[src/rtl/dsq_pkg.sv]
package dsq_pkg;
  typedef enum logic [1:0] {
    PH_AZ    = 2'd0,
    PH_INT   = 2'd1,
    PH_DEINT = 2'd2,
    PH_ZI    = 2'd3
  } phase_e;

  // integrator has passed zero once the comparator disagrees with the sampled sign
  function automatic logic sign_flipped(input logic comp, input logic pol);
    return comp != pol;
  endfunction

  // number of signal-integrate clocks for a given counter width
  function automatic int integ_clocks(input int w);
    return 2 ** (w - 1);
  endfunction
endpackage

[src/rtl/dsq_phase_timer.sv]
module dsq_phase_timer #(
  parameter int W = 12
) (
  input  logic         clk,
  input  logic         rst_n,
  input  logic         clr,
  input  logic         en,
  output logic [W-1:0] cnt
);
  always_ff @(posedge clk or negedge rst_n) begin
    if (!rst_n)   cnt <= '0;
    else if (clr) cnt <= '0;
    else if (en)  cnt <= cnt + 1'b1;
  end
endmodule

[src/rtl/dsq_result_latch.sv]
module dsq_result_latch #(
  parameter int W = 12
) (
  input  logic         clk,
  input  logic         rst_n,
  input  logic         wr,
  input  logic [W-1:0] cnt_in,
  input  logic         pol_in,
  input  logic         ovr_in,
  output logic [W-1:0] cnt_q,
  output logic         pol_q,
  output logic         ovr_q
);
  always_ff @(posedge clk or negedge rst_n) begin
    if (!rst_n) begin
      cnt_q <= '0;
      pol_q <= 1'b0;
      ovr_q <= 1'b0;
    end else if (wr) begin
      cnt_q <= cnt_in;
      pol_q <= pol_in;
      ovr_q <= ovr_in;
    end
  end
endmodule

[src/rtl/dsq_status_gen.sv]
module dsq_status_gen (
  input  logic clk,
  input  logic rst_n,
  input  logic set,
  input  logic clr,
  output logic status
);
  logic busy_p;
  logic busy_n;

  always_ff @(posedge clk or negedge rst_n) begin
    if (!rst_n)   busy_p <= 1'b0;
    else if (set) busy_p <= 1'b1;
    else if (clr) busy_p <= 1'b0;
  end

  // falling-edge copy stretches the drop by half a period
  always_ff @(negedge clk or negedge rst_n) begin
    if (!rst_n) busy_n <= 1'b0;
    else        busy_n <= busy_p;
  end

  assign status = busy_p | busy_n;
endmodule

[src/rtl/dsq_sequencer.sv]
module dsq_sequencer
  import dsq_pkg::*;
#(
  parameter int CNT_W   = 12,
  parameter int AZ_CLKS = 1024,
  parameter int ZI_MAX  = 1024
) (
  input  logic             clk,
  input  logic             rst_n,
  input  logic             run_hold,
  input  logic             comp_hi,
  output logic             sel_az,
  output logic             sel_int,
  output logic             sel_deint,
  output logic             sel_zi,
  output logic             ref_neg,
  output logic             status,
  output logic [CNT_W-1:0] res_count,
  output logic             res_pol,
  output logic             res_ovr
);
  localparam logic [CNT_W-1:0] AZ_LAST    = CNT_W'(AZ_CLKS - 1);
  localparam logic [CNT_W-1:0] INT_LAST   = CNT_W'(integ_clocks(CNT_W) - 1);
  localparam logic [CNT_W-1:0] ZI_LAST    = CNT_W'(ZI_MAX - 1);
  localparam logic [CNT_W-1:0] DEINT_LAST = '1;

  phase_e           ph, ph_nx;
  logic [CNT_W-1:0] t;
  logic             t_clr, t_en;
  logic             pol_q;
  logic             crossed;
  logic             lat_wr, lat_ovr, conv_start;

  assign crossed = sign_flipped(comp_hi, pol_q);

  always_comb begin
    ph_nx      = ph;
    t_clr      = 1'b0;
    t_en       = 1'b1;
    lat_wr     = 1'b0;
    lat_ovr    = 1'b0;
    conv_start = 1'b0;
    case (ph)
      PH_AZ: if (t == AZ_LAST) begin
        t_en = 1'b0;
        if (run_hold) begin
          ph_nx      = PH_INT;
          t_clr      = 1'b1;
          conv_start = 1'b1;
        end
      end
      PH_INT: if (t == INT_LAST) begin
        ph_nx = PH_DEINT;
        t_clr = 1'b1;
      end
      PH_DEINT: if (crossed) begin
        lat_wr = 1'b1;
        ph_nx  = PH_AZ;
        t_clr  = 1'b1;
      end else if (t == DEINT_LAST) begin
        lat_wr  = 1'b1;
        lat_ovr = 1'b1;
        ph_nx   = PH_ZI;
        t_clr   = 1'b1;
      end
      PH_ZI: if (crossed || t == ZI_LAST) begin
        ph_nx = PH_AZ;
        t_clr = 1'b1;
      end
      default: ph_nx = PH_AZ;
    endcase
  end

  always_ff @(posedge clk or negedge rst_n) begin
    if (!rst_n) begin
      ph    <= PH_AZ;
      pol_q <= 1'b0;
    end else begin
      ph <= ph_nx;
      if (ph == PH_INT && t == INT_LAST) pol_q <= comp_hi;
    end
  end

  dsq_phase_timer #(.W(CNT_W)) u_timer (
    .clk(clk), .rst_n(rst_n), .clr(t_clr), .en(t_en), .cnt(t)
  );

  dsq_result_latch #(.W(CNT_W)) u_latch (
    .clk(clk), .rst_n(rst_n), .wr(lat_wr),
    .cnt_in(lat_ovr ? DEINT_LAST : t), .pol_in(pol_q), .ovr_in(lat_ovr),
    .cnt_q(res_count), .pol_q(res_pol), .ovr_q(res_ovr)
  );

  dsq_status_gen u_status (
    .clk(clk), .rst_n(rst_n), .set(conv_start), .clr(lat_wr), .status(status)
  );

  assign sel_az    = (ph == PH_AZ);
  assign sel_int   = (ph == PH_INT);
  assign sel_deint = (ph == PH_DEINT);
  assign sel_zi    = (ph == PH_ZI);
  assign ref_neg   = sel_deint & pol_q;
endmodule

[config.mk]
export PLATFORM = sky130hd
export DESIGN_NAME = dsq_sequencer
export DESIGN_NICKNAME = d
export VERILOG_FILES = /design/src/rtl/dsq_pkg.sv /design/src/rtl/dsq_phase_timer.sv /design/src/rtl/dsq_result_latch.sv /design/src/rtl/dsq_status_gen.sv /design/src/rtl/dsq_sequencer.sv
export SDC_FILE = /design/constraint.sdc
export NUM_CORES = 1
export LEC_CHECK = 0
export ABC_CLOCK_PERIOD_IN_PS = 2100
export BUFFER_PORTS_ARGS = -buffer_cell sky130_fd_sc_hd__buf_2
export CAP_MARGIN = 20
export CORE_MARGIN = 1
export CORE_UTILIZATION = 55
export CTS_BUF_LIST = sky130_fd_sc_hd__clkbuf_2
export DETAILED_ROUTE_END_ITERATION = 7
export PLACE_DENSITY_LB_ADDON = 0.05
export SETUP_SLACK_MARGIN = 0.5
export SYNTH_ARGS = -nofsm -noshare
export SYNTH_HDL_FRONTEND = slang
export SYNTH_SLANG_ARGS = --single-unit
[constraint.sdc]
create_clock -name clk -period 2.1 [get_ports clk]
set_input_delay 0.21 -clock clk [delete_from_list [all_inputs] [get_ports clk]]
set_output_delay 0.21 -clock clk [all_outputs]
set_load 0.01 [all_outputs]
== Word-level counts from Yosys, hierarchy flattened ==
Index checks and enable logic that the tools add are counted.

* Register bits: 31
* Output and inout port bits: 20

* Add/sub/neg operators: 1
* Mux-type cells: 25
* Equal/unequal tests: 12
* Bitwise operators: 2
* Reduce and logical (&&, ||, !) cells: 6

{| class="wikitable"
|+ Operators by type and width
! cell !! number
|-
| two-way mux 12 bit || 3
|-
| two-way mux 1 bit || 14
|-
| adder 12 x 1 -> 12 bit, second input constant || 1
|-
| equality test 12 x 10 -> 1 bit, second input constant || 1
|-
| equality test 12 x 11 -> 1 bit, second input constant || 1
|-
| equality test 12 bit, second input constant || 1
|-
| two-way mux 2 bit || 6
|-
| one-hot mux 2 bit (4 select lines) || 1
|-
| != test 2 x 1 -> 1 bit, second input constant || 3
|-
| AND reduction 5 bit || 1
|-
| equality test 2 bit, second input constant || 2
|-
| one-hot mux 1 bit (4 select lines) || 1
|-
| nonzero test 2 bit || 2
|-
| != test 3 x 1 -> 1 bit, second input constant || 1
|-
| equality test 2 x 1 -> 1 bit, second input constant || 1
|-
| logical NOT 2 bit || 1
|-
| != test 2 bit, second input constant || 1
|-
| bitwise AND 1 bit || 1
|-
| logical AND 1 bit || 1
|-
| logical OR 1 bit || 1
|-
| != test 1 bit || 1
|-
| bitwise OR 1 bit || 1
|}

== Depth between registers and ports, before layout ==
* Word-level depth: 6
* Depth in mapped cells: 7
* Depth with buffers taken out: 6

== Modules after synthesis ==
A second synthesis with hierarchy kept.

* Cells, all modules: 147
* Area total of the unflattened synthesis: 1,597.8 µm²

{| class="wikitable"
|+ Modules (own cells, without submodules)
! module !! cells each !! instances !! seq. area each (µm²) !! area each (µm²)
|-
| dsq_phase_timer || 57 || 1 || 300.3 || 588.1
|-
| dsq_result_latch || 29 || 1 || 350.3 || 519.2
|-
| dsq_sequencer || 56 || 1 || 75.1 || 421.7
|-
| dsq_status_gen || 5 || 1 || 50.0 || 68.8
|}

==> flow_summary.ini <==
[sta]
slew_viol_final = 0
fin_tns_setup_ns = -0.198
setup_violations = 1
fin_ws_ns = -0.198
worst-slew-pin-transition_ns = 0.391
relSlewSlack_pct = 73.8
hold_viol_final = 0
finClkSkew_ns = 0.0418
grt_setup_unrepaired = true

[synth]
synth.top_cell.area_share_pct = 47.3
ys.flop_type = dfrtp_1
synth_area_leaders = dfrtp_1 (47%), nor2_1 (6.6%), nand2_1 (5.0%), o21ai_0 (4.4%), xnor2_1 (3.3%)
yosys.cell_count.top_type = dfrtp_1
synth_nets = 169
synthCells = 164
synth.distinct_cells = 46
yosysWarnings = 0
async_flop_share_pct = 100
synth_edf_count = 0
postSynthAreaPerCell_um2 = 9.68
postSynthRegisterBits = 31
ys_top_cells_by_count = dfrtp_1 (30), nor2_1 (28), nand2_1 (21)
synth_largest_area_cell = dfrtp_1
ys_seq_area_share_pct = 48.9
netlist_area_um2 = 1590

[finish]
drive_above_1_share_pct = 57.2
finalInstanceArea_um2 = 2460
n_antenna_cell = 0
fin_util_pct = 90.2
nets = 233
syn_to_final_growth_pct = 55.2
fillers = 107

[pwr]
p_sw_w = 0.000742
total_power_w = 0.00193
p_clk_share_pct = 15.0
p_int_w = 0.00118
comb_power_share_pct = 38.2
seqPwrFrac_pct = 46.9
peakVddDrop_mv = 0.706
leakagePower_nw = 1.08
p_sw_share_pct = 38.5
power.density_nw_per_um2 = 781

[grt]
grt_max_degree = 31
grt_pass1_wl_mm = 6.69
globalRouteOverflowTotal = 0
antenna_found_initial = 0
grt.total_usage_pct = 29.1
first_global_vias = 1405

[route]
via_count = 1573
wl_per_cell_um = 19.2
drc_errors = 0
drt_wl_total_mm = 5.00
via_per_inst = 6.05
first_iter_violations = 46
drtPass1Iterations = 4
ant_nets = 0

[worst_setup_path]
slowest_stage = dfrtn_1
critPathTopFamily = flip-flops
path_max_fanout = 1
startpoint_type = register
max_stage_delay_ns = 0.36
crit_cells = 2
cp.buffers_inverters = 1
cp.required_ns = 1.89
path_class = reg -> out
worstPathArrival_ns = 2.09
end_kind = output port
reg2reg_depth = 9
path_cells = or2_4, buf_6

[floorplan]
ios = 24
die_width_um = 55.7
start_util_pct = 58.1
dieArea_um2 = 3110
coreArea_um2 = 2730
die_h_um = 55.7
rows = 19

[clock_network]
cts_root_buffer = clkbuf_2
numClockSinks = 31
cts.clk_slew.worst_paths_ns = 0.15
cts_tree = yes
insertion_delay_ns = 0.37
ctsHtreeMaxLevel = 2
clk_path_buf_depth = 2
cts_buffers = 5

[run_status]
status = finished with violations
violations = negative setup slack

[hold_path]
hold_path_depth = 2
hold_class = in -> reg

[placed_design]
gp_congestion = 0.823
dp_hpwl_mm = 2.33
placed_area_um2 = 1790
post-place-ws_ns = 0.181
place.port_buffers = 23

[run]
max-cap-violations = 0
[sequential cells by signal (all words and copies together) (netlist names)]
register / count
u_latch.cnt_q: 12
u_status.busy_n: 1
u_latch.pol_q: 1
ph: 2
u_latch.ovr_q: 1
u_status.busy_p: 1
pol_q: 1
u_timer.cnt: 12
[routing by layer]
metal  share of wire, %  track usage, %  vias up
met2                 50            49.7       77
li1                   -               -      703
met4                6.1            13.9        0
met5                  0               0        -
met1                 38            34.2      765
met3                5.5            7.44       28
[power groups by stage]
stage | clock network (W) | registers [W] | logic (W)
2_1_floorplan | 0 | 0.000843 | 0.000330
3_3_place_gp | 0 | 0.000880 | 0.000368
3_5_place_dp | 0 | 0.000889 | 0.000386
4_1_cts | 0.000289 | 0.000907 | 0.000557
5_1_grt | 0.000314 | 0.000918 | 0.000777
6_report | 0.000288 | 0.000902 | 0.000735
[layout make-up]
| cell class | count | area [um^2] | share of cell area, % |
|---|---|---|---|
| Clock buffer | 6 | 30.0 | 1.22 |
| Clock inverter | 2 | 8.76 | 0.355 |
| Sequential cell | 31 | 787 | 31.9 |
| Multi-Input combinational cell | 121 | 1020 | 41.5 |
| Timing Repair Buffer | 65 | 562 | 22.8 |
| Inverter | 4 | 15.0 | 0.609 |
| Tap cell | 31 | 38.8 | 1.57 |
[final timing paths]
path,to,start,slack (ns)
worst max-delay path,status,u_status.busy_n,-0.20
worst min-delay path,u_latch.pol_q,comp_hi,0.08
worst max register to register,u_timer.cnt[7],u_timer.cnt[0],0.18
worst min register to register,u_latch.ovr_q,u_latch.ovr_q,0.51
max in group asynchronous,u_status.busy_n,rst_n,0.81
min in group asynchronous,u_timer.cnt[0],rst_n,0.44
[metrics by stage]
stage	hold WS [ns]	cells
global placement	0.295	215
global route	0.0476	260
floorplan	-0.0856	164
detailed placement	0.314	215
finish	0.0778	260
CTS	0.0537	246
[repair_timing]
| item | 4_1_cts | 5_1_grt |
|---|---|---|
| hold endpoints to repair | 30 | 0 |
| gates resized for setup | 60 | 35 |
| hold buffers | 1 | 0 |
| pin swaps | 4 | 10 |
| setup buffers | 20 | 14 |
| endpoints found under the setup margin | 35 | 36 |
| gates cloned | 2 | 0 |
[cell families (layout without fill, tap and decap cells)]
logic type,Yosys count,count (layout),share of synthesized area [%]
buffers and inverters,12,77,4.41
XOR/XNOR,8,8,4.41
AO/OA/AOI/OAI,31,31,13.2
adder cells (fa/ha/maj),1,1,0.788
AND/OR/NAND/NOR,78,78,26.2
multiplexers,3,3,2.05
flip-flops,31,31,48.9
[cells in the final DEF, fill, tap and decap left out, drive strengths merged, types with 3 or more instances in the layout]
cell type	instances
a21oi	4
a211oi	4
clkbuf	6
inv	4
dfrtp	30
nor2	28
nand2	21
nand3	4
xnor2	6
buf	64
nor3	5
nor4	3
o21ai	14
and2	3
Power figures use the tool's default switching activity.
